### src/rtl/ixl_pkg.sv
package ixl_pkg;
  localparam int CTX_W = 2;
  localparam int ASI_W = 8;
  localparam int FT_W  = 7;
  localparam int FSR_WR_BIT  = 2;
  localparam int FSR_CTX_LSB = 4;
  localparam int FSR_SE_BIT  = 6;
  localparam int FSR_FT_LSB  = 7;
  localparam int FSR_ASI_LSB = 16;
  localparam int FSR_W = FSR_ASI_LSB + ASI_W;

  typedef enum logic [2:0] {
    FLT_NONE     = 3'd0,
    FLT_MISALIGN = 3'd1,
    FLT_RANGE    = 3'd2,
    FLT_MISS     = 3'd3,
    FLT_PRIV     = 3'd4
  } fault_e;

  localparam logic [FT_W-1:0] FT_PRIVV  = 7'd1;
  localparam logic [FT_W-1:0] FT_RANGEV = 7'd2;
  localparam logic [FT_W-1:0] FT_MISSV  = 7'd4;
  localparam logic [FT_W-1:0] FT_OTHER  = 7'd8;

  function automatic logic [FT_W-1:0] ftype_of(fault_e f);
    case (f)
      FLT_MISALIGN: return FT_OTHER;
      FLT_RANGE:    return FT_RANGEV;
      FLT_MISS:     return FT_MISSV;
      FLT_PRIV:     return FT_PRIVV;
      default:      return '0;
    endcase
  endfunction

  function automatic logic se_of(fault_e f);
    return (f == FLT_RANGE);
  endfunction

  function automatic logic [FSR_W-1:0] fsr_pack(logic [CTX_W-1:0] ctx,
                                               fault_e f,
                                               logic [ASI_W-1:0] asi_v);
    logic [FSR_W-1:0] w;
    w = '0;
    w[FSR_WR_BIT] = 1'b0;
    w[FSR_CTX_LSB +: CTX_W] = ctx;
    w[FSR_SE_BIT] = se_of(f);
    w[FSR_FT_LSB +: FT_W] = ftype_of(f);
    w[FSR_ASI_LSB +: ASI_W] = asi_v;
    return w;
  endfunction
endpackage

### src/rtl/ixl_precheck.sv
module ixl_precheck #(
  parameter int VA_W    = 64,
  parameter int VA_IMPL = 48,
  parameter int ALIGN_B = 3,
  parameter int MASK_W  = 32
) (
  input  logic [VA_W-1:0] va,
  input  logic [7:0]      hyp_state,
  input  logic            addr_mask_en,
  output logic            bypass,
  output logic            misalign,
  output logic            out_of_range,
  output logic [VA_W-1:0] eff_va
);
  localparam int TOP_W = VA_W - VA_IMPL + 1;

  function automatic logic [VA_W-1:0] trunc_va(logic [VA_W-1:0] v, logic en);
    logic [VA_W-1:0] r;
    r = v;
    if (en) r[VA_W-1:MASK_W] = '0;
    return r;
  endfunction

  function automatic logic sign_run_ok(logic [VA_W-1:0] v);
    logic [TOP_W-1:0] top;
    top = v[VA_W-1:VA_IMPL-1];
    return (top == '0) || (&top);
  endfunction

  logic unused_hyp;
  assign unused_hyp = ^{hyp_state[7:6], hyp_state[4:3], hyp_state[1:0]};

  always_comb begin
    bypass       = hyp_state[2] | hyp_state[5];
    misalign     = |va[ALIGN_B-1:0];
    eff_va       = trunc_va(va, addr_mask_en);
    out_of_range = !sign_run_ok(eff_va);
  end
endmodule

### src/rtl/ixl_resolve.sv
module ixl_resolve
  import ixl_pkg::*;
#(
  parameter int PA_W = 40
) (
  input  logic            req_valid,
  input  logic            bypass,
  input  logic            misalign,
  input  logic            out_of_range,
  input  logic            priv_mode,
  input  logic [PA_W-1:0] va_low,
  input  logic            tlb_hit,
  input  logic [PA_W-1:0] tlb_pa,
  input  logic [PA_W-1:0] tlb_off_mask,
  input  logic            tlb_priv,
  output logic            lookup,
  output fault_e          fault,
  output logic [PA_W-1:0] pa
);
  function automatic logic [PA_W-1:0] join_pa(logic [PA_W-1:0] frame,
                                              logic [PA_W-1:0] omask,
                                              logic [PA_W-1:0] v);
    return (frame & ~omask) | (v & omask);
  endfunction

  always_comb begin
    lookup = 1'b0;
    fault  = FLT_NONE;
    pa     = '0;
    if (bypass) begin
      pa = va_low;
    end else if (misalign) begin
      fault = FLT_MISALIGN;
    end else if (out_of_range) begin
      fault = FLT_RANGE;
    end else begin
      lookup = req_valid;
      if (!tlb_hit)                  fault = FLT_MISS;
      else if (!priv_mode && tlb_priv) fault = FLT_PRIV;
      else                           pa = join_pa(tlb_pa, tlb_off_mask, va_low);
    end
  end
endmodule

### src/rtl/ixl_out_reg.sv
module ixl_out_reg
  import ixl_pkg::*;
#(
  parameter int PA_W = 40
) (
  input  logic              clk,
  input  logic              rst_n,
  input  logic              req_valid,
  input  fault_e            fault,
  input  logic [PA_W-1:0]   pa,
  input  logic [CTX_W-1:0]  ctx_type,
  input  logic [ASI_W-1:0]  asi,
  output logic              rsp_valid,
  output logic [2:0]        rsp_fault,
  output logic [PA_W-1:0]   rsp_pa,
  output logic [FSR_W-1:0]  fsr
);
  always_ff @(posedge clk or negedge rst_n) begin
    if (!rst_n) begin
      rsp_valid <= 1'b0;
      rsp_fault <= 3'd0;
      rsp_pa    <= '0;
      fsr       <= '0;
    end else begin
      rsp_valid <= req_valid;
      if (req_valid) begin
        rsp_fault <= fault;
        rsp_pa    <= (fault == FLT_NONE) ? pa : '0;
        if (fault != FLT_NONE) fsr <= fsr_pack(ctx_type, fault, asi);
      end
    end
  end
endmodule

### src/rtl/ifetch_xlate.sv
module ifetch_xlate
  import ixl_pkg::*;
#(
  parameter int VA_W    = 64,
  parameter int PA_W    = 40,
  parameter int VA_IMPL = 48
) (
  input  logic                  clk,
  input  logic                  rst_n,
  input  logic                  req_valid,
  input  logic [VA_W-1:0]       req_va,
  input  logic [7:0]            hyp_state,
  input  logic                  priv_mode,
  input  logic                  addr_mask_en,
  input  logic [1:0]            ctx_type,
  input  logic [7:0]            asi,
  output logic                  tlb_req_valid,
  output logic [VA_W-1:0]       tlb_req_va,
  input  logic                  tlb_hit,
  input  logic [PA_W-1:0]       tlb_pa,
  input  logic [PA_W-1:0]       tlb_off_mask,
  input  logic                  tlb_priv,
  output logic                  rsp_valid,
  output logic [2:0]            rsp_fault,
  output logic [PA_W-1:0]       rsp_pa,
  output logic [23:0]           fsr
);
  logic            bypass_w;
  logic            misalign_w;
  logic            range_w;
  logic [VA_W-1:0] eff_va_w;
  logic            lookup_w;
  fault_e          fault_w;
  logic [PA_W-1:0] pa_w;
  logic            fault_now_w;

  ixl_precheck #(.VA_W(VA_W), .VA_IMPL(VA_IMPL)) u_pre (
    .va           (req_va),
    .hyp_state    (hyp_state),
    .addr_mask_en (addr_mask_en),
    .bypass       (bypass_w),
    .misalign     (misalign_w),
    .out_of_range (range_w),
    .eff_va       (eff_va_w)
  );

  ixl_resolve #(.PA_W(PA_W)) u_res (
    .req_valid    (req_valid),
    .bypass       (bypass_w),
    .misalign     (misalign_w),
    .out_of_range (range_w),
    .priv_mode    (priv_mode),
    .va_low       (req_va[PA_W-1:0]),
    .tlb_hit      (tlb_hit),
    .tlb_pa       (tlb_pa),
    .tlb_off_mask (tlb_off_mask),
    .tlb_priv     (tlb_priv),
    .lookup       (lookup_w),
    .fault        (fault_w),
    .pa           (pa_w)
  );

  assign tlb_req_valid = lookup_w;
  assign tlb_req_va    = eff_va_w;
  assign fault_now_w   = req_valid && (fault_w != FLT_NONE);

  ixl_out_reg #(.PA_W(PA_W)) u_out (
    .clk       (clk),
    .rst_n     (rst_n),
    .req_valid (req_valid),
    .fault     (fault_w),
    .pa        (pa_w),
    .ctx_type  (ctx_type),
    .asi       (asi),
    .rsp_valid (rsp_valid),
    .rsp_fault (rsp_fault),
    .rsp_pa    (rsp_pa),
    .fsr       (fsr)
  );
endmodule

### config.mk
export PLATFORM = sky130hd
export DESIGN_NAME = ifetch_xlate
export DESIGN_NICKNAME = d
export VERILOG_FILES = /design/src/rtl/ixl_pkg.sv /design/src/rtl/ixl_precheck.sv /design/src/rtl/ixl_resolve.sv /design/src/rtl/ixl_out_reg.sv /design/src/rtl/ifetch_xlate.sv
export SDC_FILE = /design/constraint.sdc
export NUM_CORES = 1
export LEC_CHECK = 0
export BUFFER_PORTS_ARGS = -buffer_cell sky130_fd_sc_hd__buf_2
export CORE_AREA = 4 4 114 116
export DETAILED_ROUTE_END_ITERATION = 12
export DIE_AREA = 0 0 118 120
export GPL_TIMING_DRIVEN = 0
export SYNTH_ARGS = -nofsm -noshare
export SYNTH_HDL_FRONTEND = slang
export SYNTH_SLANG_ARGS = --single-unit
### constraint.sdc
create_clock -name clk -period 1.8 [get_ports clk]
set_input_delay 0.18 -clock clk [delete_from_list [all_inputs] [get_ports clk]]
set_output_delay 0.18 -clock clk [all_outputs]
set_load 0.01 [all_outputs]
==> results.ini <==
[timing]
grt_setup_unrepaired=false
setup_slack_ns=0.136
fin_crit_sh_pct=92.4
tightest_slew_ns=0.731
finalHoldViolations=0
period_needed_ns=1.66
hold_slack_ns=0.0306
setup_viol=0
finClkSkew_ns=0
fmaxAchievable_mhz=601
fin_tns_setup_ns=0
max_slew_margin_pct=51.3
finalMaxSlewViolations=0

[cells_and_area]
area_delta_synth_final_pct=58.6
finalNonFillerCells=866
final_area_um2=5550
drive_above_1_share_pct=50.5
num_antenna_cells=0
utilization_pct=46.6
nNetsFinal=883

[setup_path]
timing.rr.end=u_out.fsr[18]
crit_end=u_out.rsp_pa[13]
slowest_stage=a211oi_4
path_buf_inv=3
r2r_start=u_out.fsr[18]
worstSetupStartpoint=req_va[51]
cp_cell_sequence=buf_2 -> nand4_1 -> nor4_2 -> nand4_1 -> a211oi_4 -> buf_6 -> buf_6 -> a32oi_1 -> o21ai_1
r2r_cells=1
cp.arrival_ns=1.91
critPathMaxFanout=10
crit_family=simple AND/OR/NAND/NOR gates
reg2reg_slack_ns=1.02
max_stage_delay_ns=0.39
path_depth=9
worstSetupPathType=input pin to register
crit_path_end_kind=register
required_ns=2.04
critPathLaunchType=input pin

[status]
run_status=finished clean

[placed_design]
dp_cells=848
dpl.hpwl_um=10600
place_ws_ns=-0.402
gp_congestion=0.884
portBuffers=285
postPlaceCellArea_um2=5140

[routing]
drt-wirelength-per-cell_um=15.2
wl_um=13200
antenna_left=0
firstDrtPassIters=4
drt_iter0_drc=127
vias=4064
drt-vias-per-instance=4.69
drc=0

[min_path]
hp-class=input pin to register

[logic_synthesis]
synthArstFlopShare_pct=100
ys.flop_type=dfrtp_1
synthCells=408
yosysSeqAreaShare_pct=41.5
synth_area_leaders=dfrtp_1, a32oi_1, buf_4
synth_edf_count=0
yosysWarnings=0
synth_cell_types=37
synth-seq-cells=58
yosys-top-cells-count=inv_1, dfrtp_1, buf_4
synth.largest_area_cell=dfrtp_1
syn_area_um2=3500
synth_area_per_cell_um2=8.58
yosysTopAreaCellShare_pct=41.5
yosysMostFrequentCell=inv_1

[power]
internal_power_mw=3.33
vdd_drop_max_mv=0.464
pwr-share-comb_pct=21.7
p_per_area_nw_per_um2=814
power_frac_clock_pct=44.7
seqPwrFrac_pct=33.6
leakage_nw=3.18
netSwitchingFraction_pct=26.3
p_total_mw=4.52
p_sw_mw=1.19

[floorplan]
dieWidth_um=118
fp-row-count=40
initial_core_util_pct=29.4
die_h_um=120
ios=302
core_um2=11900
die_area_um2=14200

[global_route]
grt_overflow_total=0
track_usage_pct=17.8
antenna_found_initial=0
grt_max_degree=59
grt_pass1_wl_um=20300
grt_pass1_vias=4074

[clock_tree]
clk_pin_slew_ns=0.06
cts_tree=done
clock-sinks=58
ctsHtreeMaxLevel=3
clkLatencyLatePin_ns=0.31
clk_path_buf_depth=2
cts_buffers=9
root_buffer=clkbuf_16

[flow_run]
drv_cap=0

==> worst min path at each step <==
| stage | end | cells after the start | slack, ns | start |
|---|---|---|---|---|
| after floorplan | u_out.fsr[10] | 0 | -0.12 | rst_n |
| after global placement | u_out.rsp_valid | 1 | 0.35 | req_valid |
| after detailed placement | u_out.rsp_valid | 1 | 0.35 | req_valid |
| after CTS | u_out.rsp_valid | 1 | 0.01 | req_valid |
| after global routing | u_out.rsp_valid | 1 | 0.02 | req_valid |
| final | u_out.rsp_valid | 1 | 0.03 | req_valid |
==> layer usage <==
layer	wire length (um)	GRT usage (%)
met4	252	6.96
met3	1100	5.70
met5	0	0
met2	6630	31.3
met1	5210	20.2
==> power groups by stage <==
stage / logic, mW / registers [mW] / clock network, mW
finish: 0.981 / 1.52 / 2.02
global route: 1.08 / 1.54 / 2.14
CTS: 0.990 / 1.52 / 2.08
detailed placement: 0.988 / 1.54 / 0
global placement: 0.968 / 1.54 / 0
floorplan: 0.374 / 1.61 / 0
==> flip-flops by register name (all words and copies together), names as in the netlist <==
register and count:
u_out.rsp_pa 40, u_out.fsr 14, u_out.rsp_fault 3, u_out.rsp_valid 1
==> repair_timing <==
item                                   CTS  global route
hold buffers                             0             1
pin swaps                                1             2
setup buffers                            0             1
gates resized for setup                  1             7
endpoints found under the hold margin    0            31
setup endpoints to repair               23            42
==> logic make-up after synthesis <==
family          count (synthesis)  share of synthesized area [%]
simple gates                   70                           11.0
compound gates                127                           23.0
mux                            11                           3.50
other cells                     1                          0.107
buf+inv                       141                           21.0
flops                          58                           41.5
==> layout make-up <==
class | instances | area (um^2)
Buffer | 63 | 448
Clock buffer | 11 | 253
Clock inverter | 5 | 100
Fill cell | 1204 | 6360
Inverter | 78 | 293
Multi-Input combinational cell | 217 | 1380
Sequential cell | 58 | 1450
Tap cell | 147 | 184
Timing Repair Buffer | 287 | 1450
==> layout by cell type (no fill, tap or decap), types with 3 or more instances in the layout <==
cell | synthesis | layout
a21oi_1 | 41 | 40
a32oi_1 | 37 | 37
buf_2 | 4 | 285
buf_4 | 43 | 45
buf_6 | 5 | 5
bufinv_16 | 0 | 3
clkbuf_1 | 11 | 11
clkbuf_16 | 0 | 9
clkbuf_4 | 0 | 3
conb_1 | 1 | 9
dfrtp_1 | 58 | 58
inv_1 | 77 | 77
mux2_1 | 9 | 9
nand2_1 | 8 | 8
nand4_1 | 5 | 5
nor2_1 | 16 | 16
nor2b_1 | 24 | 24
o21ai_1 | 37 | 37
(Power assumes the default switching activity.)
